### config.mk
export PLATFORM = sky130hd
export DESIGN_NAME = rtc_pwrseq
export DESIGN_NICKNAME = d
export VERILOG_FILES = /design/src/rtl/rtc_pwrseq_pkg.sv /design/src/rtl/rtc_pwrseq_sync.sv /design/src/rtl/rtc_pwrseq_regs.sv /design/src/rtl/rtc_pwrseq_fsm.sv /design/src/rtl/rtc_pwrseq.sv
export SDC_FILE = /design/constraint.sdc
export NUM_CORES = 1
export LEC_CHECK = 0
export BUFFER_PORTS_ARGS = -buffer_cell sky130_fd_sc_hd__buf_2
export CAP_MARGIN = 20
export CELL_PAD_IN_SITES_DETAIL_PLACEMENT = 1
export CELL_PAD_IN_SITES_GLOBAL_PLACEMENT = 1
export CORE_MARGIN = 10
export CORE_UTILIZATION = 39
export DETAILED_ROUTE_END_ITERATION = 10
export PLACE_DENSITY = 0.9
export RECOVER_POWER = 100
export SYNTH_ARGS = -nofsm -noshare
export SYNTH_HDL_FRONTEND = slang
export SYNTH_SLANG_ARGS = --single-unit
export TNS_END_PERCENT = 30
### constraint.sdc
create_clock -name clk -period 3.3 [get_ports clk]
set_input_delay 0.495 -clock clk [delete_from_list [all_inputs] [get_ports clk]]
set_output_delay 0.495 -clock clk [all_outputs]
set_load 0.005 [all_outputs]
### src/rtl/rtc_pwrseq_pkg.sv
package rtc_pwrseq_pkg;
  typedef enum logic [1:0] {
    PS_RUN   = 2'd0,
    PS_SLEEP = 2'd1,
    PS_FILT  = 2'd2,
    PS_HOLD  = 2'd3
  } pseq_state_e;
endpackage

### src/rtl/rtc_pwrseq_sync.sv
module rtc_pwrseq_sync #(
  parameter int unsigned STAGES = 2
) (
  input  logic clk,
  input  logic rst_n,
  input  logic pin_n,
  output logic active
);
  logic [STAGES-1:0] chain_q;
  logic [STAGES-1:0] chain_d;

  // Stage 0 captures the inverted pin; each later stage copies the one before it.
  always_comb begin
    chain_d[0] = ~pin_n;
  end

  for (genvar g = 1; g < STAGES; g++) begin : g_stage
    always_comb chain_d[g] = chain_q[g-1];
  end

  always_ff @(posedge clk or negedge rst_n) begin
    if (!rst_n) chain_q <= '0;
    else        chain_q <= chain_d;
  end

  assign active = chain_q[STAGES-1];
endmodule

### src/rtl/rtc_pwrseq_regs.sv
module rtc_pwrseq_regs #(
  parameter int unsigned ADDR_W   = 8,
  parameter int unsigned DATA_W   = 32,
  parameter int unsigned FLD_LO   = 5,
  parameter int unsigned FILT_HI  = 15,
  parameter int unsigned RST_HI   = 11,
  parameter int unsigned OFF_HIB  = 32'h20,
  parameter int unsigned OFF_FILT = 32'h24,
  parameter int unsigned OFF_RST  = 32'h28,
  localparam int unsigned CNT_W   = FILT_HI + 1,
  localparam int unsigned FW      = FILT_HI - FLD_LO + 1,
  localparam int unsigned RW      = RST_HI - FLD_LO + 1
) (
  input  logic              clk,
  input  logic              rst_n,
  input  logic              wr_en,
  input  logic [ADDR_W-1:0] addr,
  input  logic [DATA_W-1:0] wdata,
  input  logic              wake_take,
  output logic [DATA_W-1:0] rdata,
  output logic              hib_q,
  output logic [CNT_W-1:0]  filt_ticks,
  output logic [CNT_W-1:0]  rst_ticks
);
  logic          hit_hib, hit_filt, hit_rst;
  logic          hib_en, filt_en, rst_en;
  logic          hib_d;
  logic [FW-1:0] filt_q, filt_d;
  logic [RW-1:0] rstf_q, rstf_d;
  logic          unused_wdata;

  assign hit_hib  = (addr == ADDR_W'(OFF_HIB));
  assign hit_filt = (addr == ADDR_W'(OFF_FILT));
  assign hit_rst  = (addr == ADDR_W'(OFF_RST));
  assign unused_wdata = ^{wdata[DATA_W-1:FILT_HI+1], wdata[FLD_LO-1:1]};

  // Next-state logic; an accepted wake takes priority over a hibernate write.
  always_comb begin
    hib_en  = (wr_en && hit_hib) || wake_take;
    hib_d   = wake_take ? 1'b0 : wdata[0];
    filt_en = wr_en && hit_filt;
    filt_d  = wdata[FILT_HI:FLD_LO];
    rst_en  = wr_en && hit_rst;
    rstf_d  = wdata[RST_HI:FLD_LO];
  end

  always_ff @(posedge clk or negedge rst_n) begin
    if (!rst_n) begin
      hib_q  <= 1'b0;
      filt_q <= '0;
      rstf_q <= '0;
    end else begin
      if (hib_en)  hib_q  <= hib_d;
      if (filt_en) filt_q <= filt_d;
      if (rst_en)  rstf_q <= rstf_d;
    end
  end

  assign filt_ticks = {filt_q, {FLD_LO{1'b0}}};
  assign rst_ticks  = CNT_W'({rstf_q, {FLD_LO{1'b0}}});

  always_comb begin
    rdata = '0;
    if (hit_hib)  rdata[0] = hib_q;
    if (hit_filt) rdata[FILT_HI:FLD_LO] = filt_q;
    if (hit_rst)  rdata[RST_HI:FLD_LO] = rstf_q;
  end


  filt_rb_chk: assert property (@(posedge clk) disable iff (!rst_n)
    ($past(wr_en && hit_filt) && hit_filt) |-> (rdata[FILT_HI:FLD_LO] == $past(wdata[FILT_HI:FLD_LO])));


  rst_rb_chk: assert property (@(posedge clk) disable iff (!rst_n)
    ($past(wr_en && hit_rst) && hit_rst) |-> (rdata == DATA_W'({$past(wdata[RST_HI:FLD_LO]), {FLD_LO{1'b0}}})));
endmodule

### src/rtl/rtc_pwrseq_fsm.sv
module rtc_pwrseq_fsm
  import rtc_pwrseq_pkg::*;
#(
  parameter int unsigned CNT_W = 16
) (
  input  logic             clk,
  input  logic             rst_n,
  input  logic             hib_q,
  input  logic             wake_act,
  input  logic [CNT_W-1:0] filt_ticks,
  input  logic [CNT_W-1:0] rst_ticks,
  output logic             pwr_off,
  output logic             sys_rst_n,
  output logic             wake_take
);
  pseq_state_e      st_q, st_d;
  logic [CNT_W-1:0] cnt_q, cnt_d;
  logic             cnt_en;

  always_comb begin
    st_d      = st_q;
    cnt_d     = cnt_q;
    cnt_en    = 1'b0;
    wake_take = 1'b0;
    unique case (st_q)
      PS_RUN: begin
        if (hib_q) st_d = PS_SLEEP;
      end
      PS_SLEEP: begin
        if (wake_act) begin
          if (filt_ticks == '0) wake_take = 1'b1;
          else begin
            st_d   = PS_FILT;
            cnt_en = 1'b1;
            cnt_d  = CNT_W'(1);
          end
        end
      end
      PS_FILT: begin
        cnt_en = 1'b1;
        if (!wake_act) begin
          st_d  = PS_SLEEP;
          cnt_d = '0;
        end else if (cnt_q == filt_ticks) begin
          wake_take = 1'b1;
        end else begin
          cnt_d = cnt_q + CNT_W'(1);
        end
      end
      PS_HOLD: begin
        cnt_en = 1'b1;
        if (cnt_q == rst_ticks) begin
          st_d  = PS_RUN;
          cnt_d = '0;
        end else begin
          cnt_d = cnt_q + CNT_W'(1);
        end
      end
      default: st_d = PS_RUN;
    endcase
    // Leaving power-off: stretch reset unless the stretch count is zero.
    if (wake_take) begin
      cnt_en = 1'b1;
      if (rst_ticks == '0) begin
        st_d  = PS_RUN;
        cnt_d = '0;
      end else begin
        st_d  = PS_HOLD;
        cnt_d = CNT_W'(1);
      end
    end
  end

  always_ff @(posedge clk or negedge rst_n) begin
    if (!rst_n) begin
      st_q  <= PS_RUN;
      cnt_q <= '0;
    end else begin
      st_q <= st_d;
      if (cnt_en) cnt_q <= cnt_d;
    end
  end

  assign pwr_off   = (st_q == PS_SLEEP) || (st_q == PS_FILT);
  assign sys_rst_n = (st_q != PS_HOLD);


  filt_abort_chk: assert property (@(posedge clk) disable iff (!rst_n)
    (st_q == PS_FILT && !wake_act) |=> (st_q == PS_SLEEP));


  hold_bound_chk: assert property (@(posedge clk) disable iff (!rst_n)
    (st_q == PS_HOLD) |-> (cnt_q != '0 && cnt_q <= rst_ticks));


  run_idle_chk: assert property (@(posedge clk) disable iff (!rst_n)
    (st_q == PS_RUN && !hib_q) |=> (st_q == PS_RUN));
endmodule

### src/rtl/rtc_pwrseq.sv
module rtc_pwrseq #(
  parameter int unsigned ADDR_W   = 8,
  parameter int unsigned DATA_W   = 32,
  parameter int unsigned FLD_LO   = 5,
  parameter int unsigned FILT_HI  = 15,
  parameter int unsigned RST_HI   = 11,
  parameter int unsigned SYNC_N   = 2,
  localparam int unsigned CNT_W   = FILT_HI + 1
) (
  input  logic              clk,
  input  logic              rst_n,
  input  logic              bus_wr,
  input  logic [ADDR_W-1:0] bus_addr,
  input  logic [DATA_W-1:0] bus_wdata,
  output logic [DATA_W-1:0] bus_rdata,
  input  logic              wake_n,
  output logic              pwr_off,
  output logic              sys_rst_n
);
  logic             hib_q, wake_act, wake_take;
  logic [CNT_W-1:0] filt_ticks, rst_ticks;

  rtc_pwrseq_regs #(
    .ADDR_W(ADDR_W), .DATA_W(DATA_W), .FLD_LO(FLD_LO),
    .FILT_HI(FILT_HI), .RST_HI(RST_HI)
  ) u_regs (
    .clk(clk), .rst_n(rst_n), .wr_en(bus_wr), .addr(bus_addr),
    .wdata(bus_wdata), .wake_take(wake_take), .rdata(bus_rdata),
    .hib_q(hib_q), .filt_ticks(filt_ticks), .rst_ticks(rst_ticks)
  );

  rtc_pwrseq_sync #(.STAGES(SYNC_N)) u_sync (
    .clk(clk), .rst_n(rst_n), .pin_n(wake_n), .active(wake_act)
  );

  rtc_pwrseq_fsm #(.CNT_W(CNT_W)) u_fsm (
    .clk(clk), .rst_n(rst_n), .hib_q(hib_q), .wake_act(wake_act),
    .filt_ticks(filt_ticks), .rst_ticks(rst_ticks),
    .pwr_off(pwr_off), .sys_rst_n(sys_rst_n), .wake_take(wake_take)
  );


  pwr_entry_chk: assert property (@(posedge clk) disable iff (!rst_n)
    $rose(pwr_off) |-> hib_q);


  hib_clear_chk: assert property (@(posedge clk) disable iff (!rst_n)
    $fell(pwr_off) |-> !hib_q);
endmodule

==> results.toml <==
[die]
die_y_um = 103
ioPinCount = 78
die-area_sq_um = 10600
fp.coreArea_sq_um = 6720
fp.dieW_um = 103
start_util_pct = 39.9
num_rows = 30

[timing]
period_needed_ns = 2.90
hold_viol_final = 0
rsz0062_at_grt = "false"
fmax_mhz = 345
setup_viol = 0
clock_skew_ns = 0.00813
max_slew_margin_pct = -41.7
finalCritPeriodShare_pct = 87.8
tightest_slew_ns = 2.12
final_max_slew_viol_count = 40
setup_tns_ns = 0

[finish]
final_cell_mix = "dfrtp_1 (39), buf_2 (26), nand2_1 (22), conb_1 (20), mux2_2 (16)"
nNetsFinal = 372
area.growth.synth_to_final_pct = 9.15
insertedDiodeCount = 0
drive_gt1_share_pct = 18.3
final_common_cell = "dfrtp_1"

[job]
max_cap_viol_count = 1

[power_and_ir_drop]
total_power_uw = 1560
ir_drop_uv = 259
p_leak_uw = 0.00139
p_per_area_nw_per_um2 = 532

[place]
post-dp-hpwl_mm = 5.91
place.gp.congestion = 0.907
port-buffer-count = 37

[grt]
grt_antenna_before_repair = 0
grt_max_degree = 40
grtUsageTotal_pct = 15.4
grt_pass1_vias = 2519
globalRouteOverflowTotal = 0
grt_pass1_wl_mm = 12.8

[setup_path]
critPathCaptureType = "register"
cp_max_fo = 13
criticalPathCategory = "register to register"
r2r_end = "u_fsm.cnt_q[8]$_DFFE_PN0P_"
r2r_start = "u_fsm.st_q[0]$_DFFE_PN0P_"
crit_slowest_cell = "or4b_1"
rrSetupSlack_ns = 0.40
r2r_cells = 8
worst-endpoint-arrival_ns = 3.13
timing.critical_path.from = "u_fsm.st_q[0]$_DFFE_PN0P_"
path_cells = "inv_1 > ha_1 > nand2_1 > nor2_1 > and4_1 > or4b_1 > or4_1 > nand3_1"
max_stage_delay_ns = 0.78
crit_required_ns = 3.53
startpoint_type = "register"

[clocking]
post_cts_buffers = 0
tritoncts = "yes"
clk-insertion-delay-late_ns = 0.30
cts_buffers = 5
clock_path_buffers = 2
h-tree-depth = 2
cts_sinks = 39
cts-hold-fix-buffers = 0
cts_root_buf = "clkbuf_8"
ctsResizeCount = 0
clkTransAtPathRegs_ns = 0.08

[routing]
vias = 2301
drt-initial-drc-count = 93
antenna_left = 0
drt_first_pass_iters = 4
viasPerCell = 5.72
totalWireLength_mm = 8.16
drc = 0
wl_per_cell_um = 20.3

[status]
run_status = "finished with violations"
violations = "max-capacitance violations, max-slew violations"

[synthesis]
synthArstFlopShare_pct = 100
synth.area.top_cells = "dfrtp_1 (36%), mux2_2 (7.6%), buf_4 (5.6%)"
synth_edf_count = 0
ys_seq_elements = 39
synth_warnings = 0
synth.largest_area_cell = "dfrtp_1"
synth_flop_cell = "dfrtp_1"
netlist_area_sq_um = 2680
ys_seq_area_share_pct = 36.4
yosys.area.top_type_share_pct = 36.4
yosysUniqueCellTypes = 49
avgSynthCellArea_sq_um = 9.40
syn_inst = 285

[min_path]
min_path_cells = 2
hold_class = "primary input to register"
hold_end = "u_sync.chain_q[0]$_DFF_PN0_"
hp-start = "wake_n"
[synthesized netlist by cell type (5+ instances only)]
master / number
nor4_1: 13
dfrtp_1: 39
and2_1: 6
a22o_1: 7
a21oi_1: 10
nand2_1: 22
buf_4: 20
nand3_1: 15
xor2_1: 11
or3_1: 8
xnor2_1: 7
inv_1: 15
nor3_1: 9
ha_1: 7
nor2_1: 11
o21ai_0: 8
nand4_1: 5
mux2_2: 18
o21ai_1: 8
[layer usage]
metal | wire length [um] | track usage, % | part of all wire (%)
met5 | 0 | 0 | 0
met3 | 374 | 3.02 | 4.6
met1 | 3280 | 17.7 | 40
met2 | 4350 | 27.5 | 53
met4 | 149 | 5.56 | 1.8
[critical path, delay by kind of cell, from the launching register on]
| family | cells | cell delay, ns |
|---|---|---|
| AND/OR/NAND/NOR | 6 | 1.94 |
| buffers and inverters | 1 | 0.13 |
| adder cells (fa/ha/maj) | 1 | 0.37 |
| flip-flops | 1 | 0.41 |
[cell families (layout without fill, tap and decap cells)]
group	count (synthesis)	in the layout	share of synthesized area, %
and+or+nand+nor	109	109	23.8
AOI/OAI and AO/OA	45	45	11.4
buffers and inverters	45	63	10.4
DFF	39	39	36.4
muxes	21	21	8.69
xor gates and xnor gates	18	18	5.89
adders and majority gates	7	7	3.27
other	1	20	0.140
[worst max path at each step]
stage,to,slack (ns)
CTS,u_fsm.cnt_q[5]$_DFFE_PN0P_,0.32
global placement,u_fsm.cnt_q[3]$_DFFE_PN0P_,0.50
finish,u_fsm.cnt_q[8]$_DFFE_PN0P_,0.40
floorplan,u_fsm.cnt_q[8]$_DFFE_PN0P_,0.89
detailed placement,u_fsm.cnt_q[5]$_DFFE_PN0P_,0.41
global route,u_fsm.cnt_q[8]$_DFFE_PN0P_,0.27
[layout make-up]
class	instances	area, sq um
well taps	80	100
clock buffers	6	82.6
flip-flops and latches	39	976
inverters	15	56.3
fillers	809	3790
clock inverters	2	35.0
repair buffers	40	188
multi-input cells	220	1490
[report_power, final]
part | switching (uW) | internal (uW) | leakage [uW] | total (uW)
Sequential | 44.3 | 511 | 0.000532 | 556
Combinational | 359 | 219 | 0.000796 | 579
Clock | 177 | 245 | 0.0000612 | 421
[state kept, by name, summed over array words and instances (netlist names)]
name,cells
u_fsm.cnt_q,16
u_regs.rstf_q,7
u_fsm.st_q,2
u_regs.hib_q,1
u_sync.chain_q,2
u_regs.filt_q,11
[stage by stage]
stage / area [sq um] / cells / worst slack [ns] / util (%) / hold slack, ns
global route: 2920 / 402 / 0.267 / 43.5 / 0.334
finish: 2920 / 402 / 0.402 / 43.5 / 0.333
detailed placement: 2830 / 393 / 0.410 / 42.1 / 0.340
CTS: 2950 / 401 / 0.324 / 43.8 / 0.331
global placement: 2820 / 392 / 0.500 / 42.0 / 0.343
floorplan: 2750 / 304 / 0.893 / - / 0.199
(Power assumes the default switching activity.)
